[config.mk]
export PLATFORM = sky130hd
export DESIGN_NAME = spi_cfg_port
export DESIGN_NICKNAME = d
export VERILOG_FILES = /design/src/rtl/spi_cfg_pkg.sv /design/src/rtl/spi_pin_sync.sv /design/src/rtl/spi_mode_latch.sv /design/src/rtl/spi_frame_rx.sv /design/src/rtl/spi_cfg_port.sv
export SDC_FILE = /design/constraint.sdc
export NUM_CORES = 1
export LEC_CHECK = 0
export ABC_AREA = 1
export BUFFER_PORTS_ARGS = -buffer_cell sky130_fd_sc_hd__buf_4
export CAP_MARGIN = 20
export CORE_UTILIZATION = 61
export DETAILED_ROUTE_END_ITERATION = 10
export GPL_ROUTABILITY_DRIVEN = 0
export MAX_ROUTING_LAYER = met4
export PLACE_DENSITY = 0.93
export SETUP_SLACK_MARGIN = 0.2
export SLEW_MARGIN = 20
export SYNTH_ARGS = -nofsm -noshare
export SYNTH_HDL_FRONTEND = slang
export SYNTH_SLANG_ARGS = --single-unit
[constraint.sdc]
create_clock -name clk -period 2.2 [get_ports clk]
set_input_delay 0 -clock clk [delete_from_list [all_inputs] [get_ports clk]]
set_output_delay 0 -clock clk [all_outputs]
set_load 0.05 [all_outputs]
[src/rtl/spi_cfg_pkg.sv]
package spi_cfg_pkg;
  typedef enum logic [2:0] {
    FR_IDLE,
    FR_HEAD,
    FR_PTR,
    FR_DATA,
    FR_SKIP
  } frame_st_e;
endpackage

[src/rtl/spi_pin_sync.sv]
module spi_pin_sync #(
  parameter int WIDTH  = 3,
  parameter int STAGES = 2
) (
  input  logic             clk,
  input  logic             rst,
  input  logic [WIDTH-1:0] pin_in,
  output logic [WIDTH-1:0] pin_sync
);
  for (genvar g = 0; g < WIDTH; g++) begin : g_bit
    logic [STAGES-1:0] chain;
    always_ff @(posedge clk) begin
      if (rst) chain <= '0;
      else     chain <= {chain[STAGES-2:0], pin_in[g]};
    end
    assign pin_sync[g] = chain[STAGES-1];
  end
endmodule

[src/rtl/spi_mode_latch.sv]
module spi_mode_latch (
  input  logic clk,
  input  logic rst,
  input  logic sel_n_s,
  output logic sel_fall,
  output logic mode_q
);
  logic sel_prev;

  always_ff @(posedge clk) begin
    if (rst) begin
      sel_prev <= 1'b0;
      mode_q   <= 1'b0;
    end else begin
      sel_prev <= sel_n_s;
      if (sel_fall) mode_q <= 1'b1;
    end
  end

  // a fall needs a high level observed after reset
  assign sel_fall = sel_prev & ~sel_n_s;
endmodule

[src/rtl/spi_frame_rx.sv]
module spi_frame_rx
  import spi_cfg_pkg::*;
#(
  parameter int         BYTE_W  = 8,
  parameter int         ID_W    = 7,
  parameter logic [6:0] CHIP_ID = 7'b0011000
) (
  input  logic              clk,
  input  logic              rst,
  input  logic              sel_n_s,
  input  logic              sel_fall,
  input  logic              sclk_s,
  input  logic              din_s,
  output logic              wr_en,
  output logic [BYTE_W-1:0] wr_addr,
  output logic [BYTE_W-1:0] wr_data,
  output logic              in_skip
);
  localparam int CNT_W = $clog2(BYTE_W);
  localparam logic [CNT_W-1:0] LAST_BIT = CNT_W'(BYTE_W - 1);

  frame_st_e         state;
  logic [CNT_W-1:0]  bit_cnt;
  logic [BYTE_W-1:0] shreg;
  logic [BYTE_W-1:0] ptr;
  logic              sclk_prev;
  logic              sclk_rise;
  logic [BYTE_W-1:0] byte_now;
  logic              shifting;
  logic              head_ok;

  assign sclk_rise = sclk_s & ~sclk_prev;
  assign byte_now  = {shreg[BYTE_W-2:0], din_s};
  assign shifting  = (state == FR_HEAD) || (state == FR_PTR) || (state == FR_DATA);
  assign head_ok   = (byte_now[BYTE_W-1 -: ID_W] == CHIP_ID) && !byte_now[0];
  assign in_skip   = (state == FR_SKIP);

  always_ff @(posedge clk) begin
    if (rst) begin
      state     <= FR_IDLE;
      bit_cnt   <= '0;
      shreg     <= '0;
      ptr       <= '0;
      sclk_prev <= 1'b0;
      wr_en     <= 1'b0;
      wr_addr   <= '0;
      wr_data   <= '0;
    end else begin
      sclk_prev <= sclk_s;
      wr_en     <= 1'b0;
      if (sel_n_s) begin
        state   <= FR_IDLE;
        bit_cnt <= '0;
      end else if (sel_fall) begin
        state   <= FR_HEAD;
        bit_cnt <= '0;
      end else if (sclk_rise && shifting) begin
        shreg   <= byte_now;
        bit_cnt <= bit_cnt + 1'b1;
        if (bit_cnt == LAST_BIT) begin
          bit_cnt <= '0;
          unique case (state)
            FR_HEAD: state <= head_ok ? FR_PTR : FR_SKIP;
            FR_PTR: begin
              ptr   <= byte_now;
              state <= FR_DATA;
            end
            FR_DATA: begin
              wr_en   <= 1'b1;
              wr_addr <= ptr;
              wr_data <= byte_now;
              ptr     <= ptr + 1'b1;
            end
            default: state <= state;
          endcase
        end
      end
    end
  end
endmodule

[src/rtl/spi_cfg_port.sv]
module spi_cfg_port #(
  parameter int         SYNC_STAGES = 2,
  parameter int         BYTE_W      = 8,
  parameter int         ID_W        = 7,
  parameter logic [6:0] CHIP_ID     = 7'b0011000
) (
  input  logic              clk,
  input  logic              rst,
  input  logic              cs_pin_n,
  input  logic              sclk_pin,
  input  logic              sdin_pin,
  output logic              spi_mode,
  output logic              wr_en,
  output logic [BYTE_W-1:0] wr_addr,
  output logic [BYTE_W-1:0] wr_data
);
  localparam int NPINS = 3;

  logic [NPINS-1:0] pins_s;
  logic             sel_fall;
  logic             frame_skip;

  spi_pin_sync #(.WIDTH(NPINS), .STAGES(SYNC_STAGES)) u_sync (
    .clk     (clk),
    .rst     (rst),
    .pin_in  ({cs_pin_n, sclk_pin, sdin_pin}),
    .pin_sync(pins_s)
  );

  spi_mode_latch u_mode (
    .clk     (clk),
    .rst     (rst),
    .sel_n_s (pins_s[2]),
    .sel_fall(sel_fall),
    .mode_q  (spi_mode)
  );

  spi_frame_rx #(.BYTE_W(BYTE_W), .ID_W(ID_W), .CHIP_ID(CHIP_ID)) u_frame (
    .clk     (clk),
    .rst     (rst),
    .sel_n_s (pins_s[2]),
    .sel_fall(sel_fall),
    .sclk_s  (pins_s[1]),
    .din_s   (pins_s[0]),
    .wr_en   (wr_en),
    .wr_addr (wr_addr),
    .wr_data (wr_data),
    .in_skip (frame_skip)
  );
endmodule

==> results of run 1 <==
==> synthesized netlist by cell type <==
cell / instances / area share
sky130_fd_sc_hd__nand2_1: 65 / 0.12
sky130_fd_sc_hd__nor2_1: 62 / 0.11
sky130_fd_sc_hd__dfxtp_1: 47 / 0.45
sky130_fd_sc_hd__inv_1: 34 / 0.062
sky130_fd_sc_hd__o21ai_0: 17 / 0.041
sky130_fd_sc_hd__a21oi_1: 14 / 0.034
sky130_fd_sc_hd__nand3_1: 11 / 0.027
sky130_fd_sc_hd__clkbuf_1: 4 / 0.0072
sky130_fd_sc_hd__o21ai_1: 4 / 0.0097
sky130_fd_sc_hd__buf_6: 3 / 0.016
sky130_fd_sc_hd__ha_1: 3 / 0.018
sky130_fd_sc_hd__nor2_2: 3 / 0.0091
sky130_fd_sc_hd__buf_8: 2 / 0.014
sky130_fd_sc_hd__nand2_4: 2 / 0.011
sky130_fd_sc_hd__nand4_1: 2 / 0.0060
sky130_fd_sc_hd__nor2_4: 2 / 0.011
sky130_fd_sc_hd__nor3_1: 2 / 0.0048
sky130_fd_sc_hd__a21boi_1: 1 / 0.0036
sky130_fd_sc_hd__a31oi_1: 1 / 0.0030
sky130_fd_sc_hd__buf_2: 1 / 0.0024
sky130_fd_sc_hd__buf_4: 1 / 0.0036
sky130_fd_sc_hd__inv_2: 1 / 0.0018
sky130_fd_sc_hd__nand2_2: 1 / 0.0030
sky130_fd_sc_hd__nand3_2: 1 / 0.0048
sky130_fd_sc_hd__nor2_8: 1 / 0.0097
sky130_fd_sc_hd__o211a_1: 1 / 0.0048
sky130_fd_sc_hd__o21ai_2: 1 / 0.0042
sky130_fd_sc_hd__xnor2_1: 1 / 0.0042
==> how the worst max path moves through the flow <==
stage	from	end	depth (start not counted)
finish	u_frame.bit_cnt[0]	u_frame.wr_addr[0]	8
global route	u_frame.bit_cnt[0]	u_frame.wr_addr[0]	8
floorplan	u_frame.bit_cnt[0]	u_frame.wr_data[0]	10
detailed placement	u_frame.bit_cnt[0]	u_frame.wr_addr[7]	9
CTS	u_frame.bit_cnt[0]	u_frame.wr_addr[7]	9
global placement	u_frame.bit_cnt[0]	u_frame.wr_data[1]	9
==> metal layers <==
layer / global-route usage / up-vias / share of wire
met5: - / - / 0
met4: 0.1429 / 0 / 0.013
met3: 0.05628 / 6 / 0.050
met2: 0.4050 / 48 / 0.49
met1: 0.2792 / 817 / 0.44
li1: - / 939 / -
==> logic make-up after synthesis <==
group,share of synthesized area
buf+inv,0.1075
fa+ha+maj,0.01812
simple gates,0.3158
compound gates,0.1002
xor+xnor,0.004228
flops,0.4541
==> worst max-delay path, stage by stage, from the launching register on <==
cell and delay, ns:
sky130_fd_sc_hd__dfxtp_1 0.39, sky130_fd_sc_hd__ha_1 0.16, sky130_fd_sc_hd__ha_1 0.24, sky130_fd_sc_hd__nand3_2 0.11, sky130_fd_sc_hd__nor2_4 0.13, sky130_fd_sc_hd__nand2_4 0.14
sky130_fd_sc_hd__nor2_4 0.37, sky130_fd_sc_hd__nor2_1 0.09, sky130_fd_sc_hd__nor2_1 0.12
==> per-stage QoR <==
stage	util	setup WS [ns]	instances	instance area (sq um)	hold slack, ns
final	0.7620	0.3877	359	2384	0.4134
after global routing	0.7620	0.2478	359	2384	0.4459
after CTS	0.7584	0.3511	358	2372	0.4154
after detailed placement	0.7036	0.3697	343	2201	0.2097
after global placement	0.7036	0.4597	343	2201	0.2001
after floorplan	-	0.7033	288	2072	0.07679
==> report_power, final <==
group / switching [mW] / internal (mW)
Clock: 0.276 / 0.355
Sequential: 0.00454 / 0.859
Combinational: 0.0392 / 0.0274
Total: 0.320 / 1.24
==> layout by cell type, fill, tap and decap left out, drive strengths merged <==
cell type    synthesis  final
a21boi               1      1
a21oi               14     14
a31oi                1      1
buf                  7     22
bufinv               0      2
clkbuf               4      6
dfxtp               47     47
dlygate4sd3          0      7
ha                   3      3
inv                 35     35
nand2               68     68
nand3               12     12
nand4                2      2
nor2                68     69
nor3                 2      2
o211a                1      1
o21ai               22     22
xnor2                1      1
==> cell type report <==
type                            count  area share
Sequential cell                    47      0.3947
Multi-Input combinational cell    196      0.3858
Timing Repair Buffer               29     0.09869
Inverter                           35     0.05512
Clock inverter                      2     0.02520
Tap cell                           44     0.02310
Clock buffer                        6     0.01732
==> state kept, by name, summed over array words and instances, names as in the netlist <==
name and flops:
u_frame.wr_addr 8, u_mode.mode_q 1, u_frame.sclk_prev 1, u_frame.ptr 8, u_mode.sel_prev 1, u_frame.state 3, u_frame.wr_en 1, u_frame.bit_cnt 3
u_frame.shreg 7, u_frame.wr_data 8, u_sync.g_bit.chain 6
==> timing repair <==
item	4_1_cts	5_1_grt
endpoints found under the hold margin	11	0
endpoints found under the setup margin	0	4
hold buffers	7	0
==> reports/results.txt, run 1 <==
The routed layout has 1810 vias. Registers take 940.9 sq um. The logs give 0 ns for the summed negative setup slack over all endpoints and 0.0004737 V for the maximum VDD drop.

The run gives 0.4541 as the sequential cell area fraction in the yosys report. Number of distinct library cell variants in the gate-level netlist after synthesis: 28. The first global-routing pass estimated 6403 microns of wire.

The CTS clock-pin slew for the worst setup and hold paths is 0.13 ns. For the remaining max-slew budget at the tightest pin, the log shows 0.4404. Buffers inserted during clock tree synthesis total 5. The number of antenna violations at the first check in global routing is 0, and the sum of routed wire length over all layers is 4027 microns. The flow ran to the end, and the final reports show no timing, DRC or antenna violations. The routed wirelength normalized by instance count was 11.22 microns. Combined global-route utilization of all metal layers: 0.2494. At the later pin of the worst-skew pair, clock insertion delay measures 0.37 ns.

For the worst setup path, the data required time is 2.51 ns. The final critical path time including I/O delays and setup is 1.812 ns, and the average size of a mapped cell is 7.194 sq um. The tree built by TritonCTS fans out to 47 sinks. During synthesis, Yosys emitted a total of 0 warnings. The die extent in x was 60.28 microns; the static leakage was 1.056 nW. The logs give 1.561 mW for the total power and 0 for the number of pins exceeding their max-slew limit in the final report. Setup violations remaining at the end of the flow were counted as 0.

Nature of the critical path endpoint: a flip-flop. The worst hold path belongs to the class flip-flop to flip-flop. For flop-to-flop paths, the worst setup slack is 0.39 ns. The share of layout cells above drive strength 1 was 0.1333. The via count of the first global-routing pass is 1582, and the DRC violation total after the first TritonRoute iteration is 106. The path depth of the worst reg2reg path is 8.

Counting flops and latches in the post-synthesis netlist gives 47. DRC violations left: 0. The startpoint of the most critical hold path was u_sync.g_bit[2].chain[0]. The tree is rooted in a sky130_fd_sc_hd__clkbuf_4. The per-cell via count in the routed design was 5.042; the aggregate global routing overflow was 0. The number of antenna-violating nets in the routed design was 0; the total area of multi-input combinational cells was 919.6 sq um. The post-synthesis instance total was 288. The tools report the number of inserted diodes as 0. The fmax is 0.5518 GHz. For the count of boundary I/O pins, the log shows 23.

The first TritonRoute pass finished after 4 iterations. By startpoint and endpoint, the worst setup path is classified as flip-flop to flip-flop. In this run the standard cell core region covers 3128 sq um.

The startpoint of the worst register-to-register path was u_frame.bit_cnt[0]. The logs give 2 for the H-tree depth reported by CTS and 296 for the net count of the mapped netlist. The tools report the HPWL after detailed placement as 2626 microns.

Along the worst path, the maximum fanout reaches 16. The synthesis-to-finish area growth came out at 15.04%. The post-route clock period utilization is 0.8238, and the layout net count is 322. Across the routed clock network, the largest skew measured is 0.002424 ns. For the pin with the worst max-slew slack, the measured transition is 0.8385 ns. Entering global routing, the biggest net connects 33 pins. In this run the cell area of the synthesized design comes to 2072 sq um. The hold-critical path depth works out to 2.

Reg-to-reg critical path endpoint: u_frame.wr_addr[0]. From bottom edge to top edge, the die measures 60.28 microns. The run gives 226 as the number of fill cells. The area enclosed by the die boundary was 3634 sq um.

Row generation in the floorplan step produced 20 rows. Setup repair after global routing left no endpoint under its margin. The number of gates resized after CTS was 0.

The run gives 0.6624 as the initial cell density of the core. In this run the power density over the cells is 655.0 nW/um^2. TritonCTS built the clock tree. STA puts the critical path data arrival time at 2.13 ns. The number of port buffers was 22. The hold violation count in the final report is 0, and the post-CTS setup-driven buffer insertion count is 0. The startpoint kind of the worst setup timing path was a flip-flop. The worst-case clock buffer depth was 2. Max-cap violations in this run came to 0. The tools report the end point of the worst hold path as u_sync.g_bit[2].chain[1].
Note: power is estimated with default switching activity, not from simulation.
==> run 2: changes to the inputs <==
--- a/config.mk
+++ b/config.mk
@@ -8,11 +8,11 @@
 export ABC_AREA = 1
 export BUFFER_PORTS_ARGS = -buffer_cell sky130_fd_sc_hd__buf_4
 export CAP_MARGIN = 20
-export CORE_UTILIZATION = 61
+export CORE_UTILIZATION = 57
 export DETAILED_ROUTE_END_ITERATION = 10
 export GPL_ROUTABILITY_DRIVEN = 0
 export MAX_ROUTING_LAYER = met4
-export PLACE_DENSITY = 0.93
+export PLACE_DENSITY = 0.88
 export SETUP_SLACK_MARGIN = 0.2
 export SLEW_MARGIN = 20
 export SYNTH_ARGS = -nofsm -noshare
==> constraint.sdc (replaced) <==
create_clock -name clk -period 1.7 [get_ports clk]
set_input_delay 0 -clock clk [delete_from_list [all_inputs] [get_ports clk]]
set_output_delay 0 -clock clk [all_outputs]
set_load 0.05 [all_outputs]
==> run 2 against run 1 <==
  * Count of clock-buffer cells in the layout fell by 1
  * Cell area is 6.6% higher
  * Clock power is 19% lower
  * Sequential cell count unchanged
  * Global-route usage rose by 4.0 points
  * Core utilization is 1.8 points lower
  * Sequential power up 30%
  * Combinational power up 37%
  * Final cell count up 3.9%
  * Largest cell class unchanged
==> reports/results.txt, run 2 (synthesis results as in run 1) <==
The first-pass iteration count of the detailed router is 4 (unchanged). The sum of routed wire length over all layers is 4927 microns (was 4027 microns). Setup repair after global routing could not meet its margin everywhere. The die span in y is 62.29 microns (was 60.28 microns), and the number of antenna-violating nets in the routed design is 0 (unchanged). The number of port buffers is 22 (unchanged). The tools report the overall via count from detail_route as 1967 (was 1810). The tools report the end point of the worst hold path as u_sync.g_bit[2].chain[1] (unchanged).

The class of the most critical setup path was flip-flop to flip-flop (unchanged). The clock latency at the later pin of the worst-skew pair is 0.38 ns (was 0.37 ns). The die extent in x was 62.29 microns (was 60.28 microns). The run gives 0 (unchanged) as the number of pins exceeding their max-slew limit in the final report. The startpoint of the most critical hold path is u_sync.g_bit[2].chain[0] (unchanged).

Commonest non-fill, non-tap cells in the layout: sky130_fd_sc_hd__nand2_1, sky130_fd_sc_hd__nor2_1, sky130_fd_sc_hd__dfxtp_1, sky130_fd_sc_hd__inv_1, sky130_fd_sc_hd__buf_4 (unchanged). The core outline area was 3416 sq um (was 3128 sq um). The post-route clock skew was 0.01062 ns (was 0.002424 ns); the HPWL after detailed placement was 2757 microns (was 2626 microns). The post-route clock period utilization works out to 0.9311 (was 0.8238). The clock network fraction of design power was 0.297 (was 0.404); the path depth of the worst reg2reg path was 10 (was 8). Worst-path cell chain: ha_4 -> ha_4 -> nand3_2 -> nor2_4 -> nand2_4 -> nor2_8 -> buf_4 -> buf_16 -> nor2_1 -> nor2_1 (was ha_1 -> ha_1 -> nand3_2 -> nor2_4 -> nand2_4 -> nor2_4 -> nor2_1 -> nor2_1).

The transition at the pin with the smallest max-transition slack was 0.6724 ns (was 0.8385 ns); the max-capacitance violation count was 0 (unchanged). The logs give 0 (unchanged) for the aggregate global routing overflow and 23 (unchanged) for the count of boundary I/O pins. For the DRC violations left, the log shows 0 (unchanged). The tools report the reg-to-reg critical path endpoint as u_frame.wr_data[6] (was u_frame.wr_addr[0]). The slowest cell on the critical path was sky130_fd_sc_hd__dfxtp_2 (was sky130_fd_sc_hd__dfxtp_1).

The CTS clock-pin slew for the worst setup and hold paths was 0.13 ns (about the same). The first-pass GRT wire length was 8549 microns (was 6403 microns); the worst-case clock buffer depth was 2 (unchanged). The startpoint of the worst register-to-register path is u_frame.bit_cnt[0] (unchanged). The DRC violation total after the first TritonRoute iteration is 181 (was 106), and the share of layout cells above drive strength 1 is 0.1896 (was 0.1333). The H-tree depth reported by CTS is 2 (unchanged), and the per-cell via count in the routed design is 5.273 (was 5.042). The tools report the part of the power in registers as 0.650 (was 0.553).

Registers with the most flip-flops: u_frame.ptr x8, u_frame.wr_addr x8, u_frame.wr_data x8 (unchanged). The remaining max-slew budget at the tightest pin came out at 0.5512 (was 0.4404). Reg-to-reg setup timing slack: 0.12 ns (was 0.39 ns). The via count of the first global-routing pass is 1864 (was 1582). The run gives 0.6066 (was 0.6624) as the initial cell density of the core.

The tools report the startpoint kind of the worst setup timing path as a flip-flop (unchanged). The combined global-route utilization of all metal layers is 0.2899 (was 0.2494). The worst hold path class was flip-flop to flip-flop (unchanged). The run finished with clean final reports. The delay of the slowest cell on the worst path is 0.38 ns (was 0.39 ns), and the pin count of the biggest net entering global routing is 24 (was 33).

The area enclosed by the die boundary was 3880 sq um (was 3634 sq um). The tools report the nature of the critical path endpoint as a flip-flop (unchanged). The run gives 0 (unchanged) as the hold violation count in the final report.

Row count: 21 (was 20). Number of non-filler instances in the completed layout: 373 (was 359). For the layout net count, the log shows 335 (was 322). Fmax: 0.6318 GHz (was 0.5518 GHz).

The logs give 1.305 mW (was 1.241 mW) for the internal power contribution and 2.01 ns (was 2.51 ns) for the required time of the critical path. The number of inserted diodes is 0 (unchanged), and the routed wirelength normalized by instance count is 13.21 microns (was 11.22 microns). The peak fanout along the critical path was 8 (was 16); the clock net sink count was 47 (unchanged). TritonCTS built the clock tree.

The part of the total power dissipated in combinational logic was 0.053 (was 0.043); the fraction of power spent switching nets was 0.2419 (was 0.2048). The run gives 1.124 nW (was 1.056 nW) as the static leakage. Number of buffers added by the clock tree synthesis step: 5 (unchanged).

The areal power density over the cells works out to 677.2 nW/um^2 (was 655.0 nW/um^2). The library cell used as clock root buffer is sky130_fd_sc_hd__clkbuf_4 (unchanged). The hold-critical path depth is 2 (unchanged), and the summed negative setup slack over all endpoints is 0 ns (unchanged). The logs give 1.721 mW (was 1.561 mW) for the total power and 0 (unchanged) for the number of antenna violations at the first check in global routing. The tools report the final-report setup violation count as 0 (unchanged). The synthesis-to-finish area growth works out to 22.65% (was 15.04%). The run gives 350 (was 343) as the number of instances in the placed design. Most frequent standard cell in the layout excluding fill and tap cells: sky130_fd_sc_hd__nand2_1 (unchanged). The final critical path time including I/O delays and setup was 1.583 ns (was 1.812 ns). For the maximum VDD drop, the log shows 0.0007204 V (was 0.0004737 V). The arrival time of the worst setup path is 1.89 ns (was 2.13 ns).

The tools report the switching power as 0.4163 mW (was 0.3198 mW).
[run 2: cell types whose count changed in the layout (fill, tap and decap cells not counted), sizes merged]
cell,previous run,this run
buf,22,34
bufinv,2,0
bufbuf,0,1
nor2,69,68
clkinv,0,2
[run 2: worst max-delay path by stage]
stage                              end                from  cells past startpoint
floorplan           u_frame.wr_data[0]  u_frame.bit_cnt[0]                     10
global placement    u_frame.wr_data[3]  u_frame.bit_cnt[0]                     10
detailed placement  u_frame.wr_addr[2]  u_frame.bit_cnt[0]                     10
CTS                 u_frame.wr_addr[2]  u_frame.bit_cnt[0]                     11
global route            u_frame.ptr[6]      u_frame.ptr[0]                      7
finish              u_frame.wr_data[6]  u_frame.bit_cnt[0]                     10
[run 2: worst max-delay path: cells and delay by family (launching register included)]
kind,cells,cell delay [ns]
simple gates,6,0.59
fa+ha+maj,2,0.27
flops,1,0.38
buf+inv,2,0.28
[run 2: cell type report]
| class | instances | area (sq um) |
|---|---|---|
| fillers | 243 | 874.6 |
| inverters | 35 | 133.9 |
| repair buffers | 43 | 415.4 |
| flip-flops and latches | 47 | 944.7 |
| well taps | 46 | 57.56 |
| clock inverters | 2 | 13.76 |
| clock buffers | 5 | 37.54 |
| multi-input cells | 195 | 938.4 |
[run 2: metal layers]
layer / share of wire / track usage
met1: 0.39 / 0.3380
met2: 0.50 / 0.4986
met3: 0.082 / 0.04596
met4: 0.026 / 0.1134
met5: 0 / -
[run 2: repair_timing]
item | in CTS | in global routing
pin swaps | 2 | 3
gates resized for setup | 8 | 4
setup buffers | 5 | 1
gates cloned | 2 | 1
setup endpoints to repair | 19 | 25
hold endpoints to repair | 11 | 0
hold buffers | 7 | 0
[run 2: stage by stage]
step / hold slack (ns) / instance area, sq um / utilization / setup WS (ns)
finish: 0.4273 / 2541 / 0.7440 / 0.1172
global route: 0.4468 / 2541 / 0.7440 / 0.03282
CTS: 0.4198 / 2500 / 0.7319 / 0.1501
detailed placement: 0.2127 / 2253 / 0.6597 / 0.08181
global placement: 0.2017 / 2253 / 0.6597 / 0.1603
floorplan: 0.07679 / 2072 / - / 0.2033
[run 2: power groups by stage]
| stage | registers, mW | clock network, mW | logic, mW |
|---|---|---|---|
| after floorplan | 1.14 | 0 | 0.0512 |
| after global placement | 1.14 | 0 | 0.0736 |
| after detailed placement | 1.14 | 0 | 0.0768 |
| after CTS | 1.12 | 0.509 | 0.0901 |
| after global routing | 1.12 | 0.568 | 0.103 |
| final | 1.12 | 0.511 | 0.0911 |
==> run 3: changes to the inputs <==
--- a/config.mk
+++ b/config.mk
@@ -12,7 +12,7 @@
 export DETAILED_ROUTE_END_ITERATION = 10
 export GPL_ROUTABILITY_DRIVEN = 0
 export MAX_ROUTING_LAYER = met4
-export PLACE_DENSITY = 0.88
+export PLACE_DENSITY = 0.77
 export SETUP_SLACK_MARGIN = 0.2
 export SLEW_MARGIN = 20
 export SYNTH_ARGS = -nofsm -noshare
==> run 3 against run 2 <==
  * Count of clock-buffer cells in the layout up 1
  * Wire length down 16%
  * Sequential power about the same
  * Clock power down 7.8%
  * Sequential share of layout area up 0.54 points
  * First-iteration DRC count down 25%
  * Register-to-register slack better by 0.03 ns
  * Via count down 7.0%
  * Die area unchanged
  * Critical endpoint is now u_frame.wr_addr[6]
==> reports/results.txt, run 3 (synthesis results as in run 1) <==
The path depth of the worst reg2reg path is 10 (unchanged). The tools report the startpoint kind of the worst setup timing path as a flip-flop (unchanged). For the number of antenna-violating nets in the routed design, the log shows 0 (unchanged). For the first-pass GRT wire length, the log shows 6824 microns (was 8549 microns). The most frequent standard cell in the layout excluding fill and tap cells is sky130_fd_sc_hd__nor2_1 (was sky130_fd_sc_hd__nand2_1). The die span in y came out at 62.29 microns (unchanged). The class of the most critical setup path is flip-flop to flip-flop (unchanged). The transition at the pin with the smallest max-transition slack was 0.2696 ns (was 0.6724 ns); the final-report setup violation count was 0 (unchanged).

The first-pass iteration count of the detailed router is 4 (unchanged). TritonCTS built the clock tree. The routed wirelength normalized by instance count was 11.27 microns (was 13.21 microns); the count of boundary I/O pins was 23 (unchanged). The number of buffers added by the clock tree synthesis step is 5 (unchanged), and the clock net sink count is 47 (unchanged).

The per-cell via count in the routed design came out at 4.973 (was 5.273). The fmax was 0.6449 GHz (was 0.6318 GHz). The reg-to-reg setup timing slack was 0.15 ns (was 0.12 ns). The tools report the layout net count as 331 (was 335). The combined global-route utilization of all metal layers was 0.2284 (was 0.2899). Registers with the most flip-flops: u_frame.ptr x8, u_frame.wr_addr x8, u_frame.wr_data x8 (unchanged).

The arrival time of the worst setup path was 1.81 ns (was 1.89 ns). For the H-tree depth reported by CTS, the log shows 2 (unchanged). The DRC violation total after the first TritonRoute iteration is 135 (was 181). The area enclosed by the die boundary is 3880 sq um (unchanged), and the peak fanout along the critical path is 6 (was 8).

The maximum VDD drop is 0.0005208 V (was 0.0007204 V). The run finished with clean final reports. For the worst-case clock buffer depth, the log shows 2 (unchanged). The DRC violations left came out at 0 (unchanged).

Commonest non-fill, non-tap cells in the layout: sky130_fd_sc_hd__nor2_1, sky130_fd_sc_hd__nand2_1, sky130_fd_sc_hd__dfxtp_1, sky130_fd_sc_hd__inv_1, sky130_fd_sc_hd__buf_4 (was sky130_fd_sc_hd__nand2_1, sky130_fd_sc_hd__nor2_1, sky130_fd_sc_hd__dfxtp_1, sky130_fd_sc_hd__inv_1, sky130_fd_sc_hd__buf_4). Hold-critical path depth: 2 (unchanged). Post-route clock period utilization: 0.9121 (was 0.9311).

The tools report the static leakage as 1.090 nW (was 1.124 nW). The logs give 0.009613 ns (was 0.01062 ns) for the post-route clock skew and 143 microns (was 406 microns) for the detailed-routed wire length on met3. The tools report the row count as 21 (unchanged). The delay of the slowest cell on the worst path was 0.37 ns (was 0.38 ns). Final critical path time including I/O delays and setup: 1.551 ns (was 1.583 ns).

Areal power density over the cells: 669.7 nW/um^2 (was 677.2 nW/um^2). The worst hold path class is flip-flop to flip-flop (unchanged). The aggregate global routing overflow is 0 (unchanged). Slowest cell on the critical path: sky130_fd_sc_hd__dfxtp_2 (unchanged). The initial cell density of the core was 0.6066 (unchanged); the worst slack at placement was 0.1861 ns (was 0.08181 ns). Required time of the critical path: 1.96 ns (was 2.01 ns).

The via count of the first global-routing pass was 1630 (was 1864); the pin count of the biggest net entering global routing was 30 (was 24). The number of pins exceeding their max-slew limit in the final report is 0 (unchanged). Area of all placed cells without fillers: 2505 sq um (was 2541 sq um). Setup repair after global routing could not meet its margin everywhere. The core outline area was 3416 sq um (unchanged); the synthesis-to-finish area growth was 20.89% (was 22.65%).

The logs give 281 (was 243) for the number of fill cells and 0 (unchanged) for the number of inserted diodes. The logs give 0 ns (unchanged) for the summed negative setup slack over all endpoints and 1937 microns (was 1929 microns) for the post-route met1 wirelength. The run gives 2612 microns (was 2757 microns) as the HPWL after detailed placement. The remaining max-slew budget at the tightest pin is 0.8196 (was 0.5512). The tools report the nature of the critical path endpoint as a flip-flop (unchanged). The clock latency at the later pin of the worst-skew pair came out at 0.35 ns (was 0.38 ns). Worst-path cell chain: ha_4 -> ha_4 -> nand3_4 -> nor2_4 -> nand2_4 -> nor2_8 -> clkbuf_16 -> nand2_1 -> nand2_1 -> nor2_1 (was ha_4 -> ha_4 -> nand3_2 -> nor2_4 -> nand2_4 -> nor2_8 -> buf_4 -> buf_16 -> nor2_1 -> nor2_1). Number of antenna violations at the first check in global routing: 0 (unchanged). The worst path setup slack after routing came out at 0.1495 ns (was 0.1172 ns). The top layer used by detailed routing was met4 (unchanged). The tools report the max-capacitance violation count as 0 (unchanged). The met2 wire length was 2008 microns (was 2461 microns). CTS clock-pin slew for the worst setup and hold paths: 0.12 ns (was 0.13 ns). The tools report the library cell used as clock root buffer as sky130_fd_sc_hd__clkbuf_4 (unchanged). The run gives 4146 microns (was 4927 microns) as the sum of routed wire length over all layers.

The number of port buffers came out at 22 (unchanged). The share of layout cells above drive strength 1 was 0.1925 (was 0.1896). The hold violation count in the final report came out at 0 (unchanged). The die extent in x came out at 62.29 microns (unchanged). The area after detailed placement came out at 2261 sq um (was 2253 sq um).

Overall via count from detail_route: 1830 (was 1967).
run 3: changes by cell type in the layout (fill, tap and decap cells not counted), sizes merged:
cell | before | now
buf | 34 | 30
bufbuf | 1 | 0
clkinv | 2 | 0
clkbuf | 6 | 8
run 3: layer usage:
metal / vias to the layer above / GRT usage
li1: 959 / -
met1: 834 / 0.2633
met2: 31 / 0.3819
met3: 6 / 0.05699
met4: 0 / 0.08721
met5: - / -
run 3: final cells by class:
class / instances / area [sq um] / share of cell area
repair buffers: 39 / 361.6 / 0.1444
inverters: 35 / 133.9 / 0.05345
well taps: 46 / 57.56 / 0.02298
flip-flops and latches: 47 / 944.7 / 0.3771
clock buffers: 6 / 41.29 / 0.01648
multi-input cells: 195 / 965.9 / 0.3856
run 3: final timing paths:
check                                              start                       end
worst max register to register        u_frame.bit_cnt[1]        u_frame.wr_addr[6]
worst min-delay path            u_sync.g_bit[1].chain[0]  u_sync.g_bit[1].chain[1]
worst min register to register  u_sync.g_bit[1].chain[0]  u_sync.g_bit[1].chain[1]
worst max-delay path                  u_frame.bit_cnt[1]        u_frame.wr_addr[6]
run 3: power breakdown:
group	internal, mW	switching [mW]
Sequential	1.11	0.00670
Combinational	0.0366	0.0510
Clock	0.148	0.324
Total	1.30	0.381
run 3: what timing repair did:
item / CTS / global route
hold endpoints to repair: 11 / 0
setup endpoints to repair: 19 / 30
hold buffers: 7 / 0
buffers inserted: 0 / 1
gates cloned: 0 / 3
gates resized for setup: 2 / 20
pin swaps: 0 / 5
run 3: critical path: cells and delay by family (launching register included):
| family | cells | cell delay (ns) |
|---|---|---|
| buf+inv | 1 | 0.17 |
| simple gates | 7 | 0.66 |
| fa+ha+maj | 2 | 0.27 |
| flops | 1 | 0.37 |
run 3: through the flow:
| step | util | power (mW) | hold WS (ns) | instances |
|---|---|---|---|---|
| detailed placement | 0.6619 | 1.216 | 0.2073 | 351 |
| finish | 0.7333 | 1.677 | 0.4161 | 368 |
| global placement | 0.6619 | 1.215 | 0.2014 | 351 |
| CTS | 0.6963 | 1.689 | 0.4146 | 364 |
| global route | 0.7333 | 1.748 | 0.4405 | 368 |
| floorplan | - | 1.195 | 0.07679 | 288 |
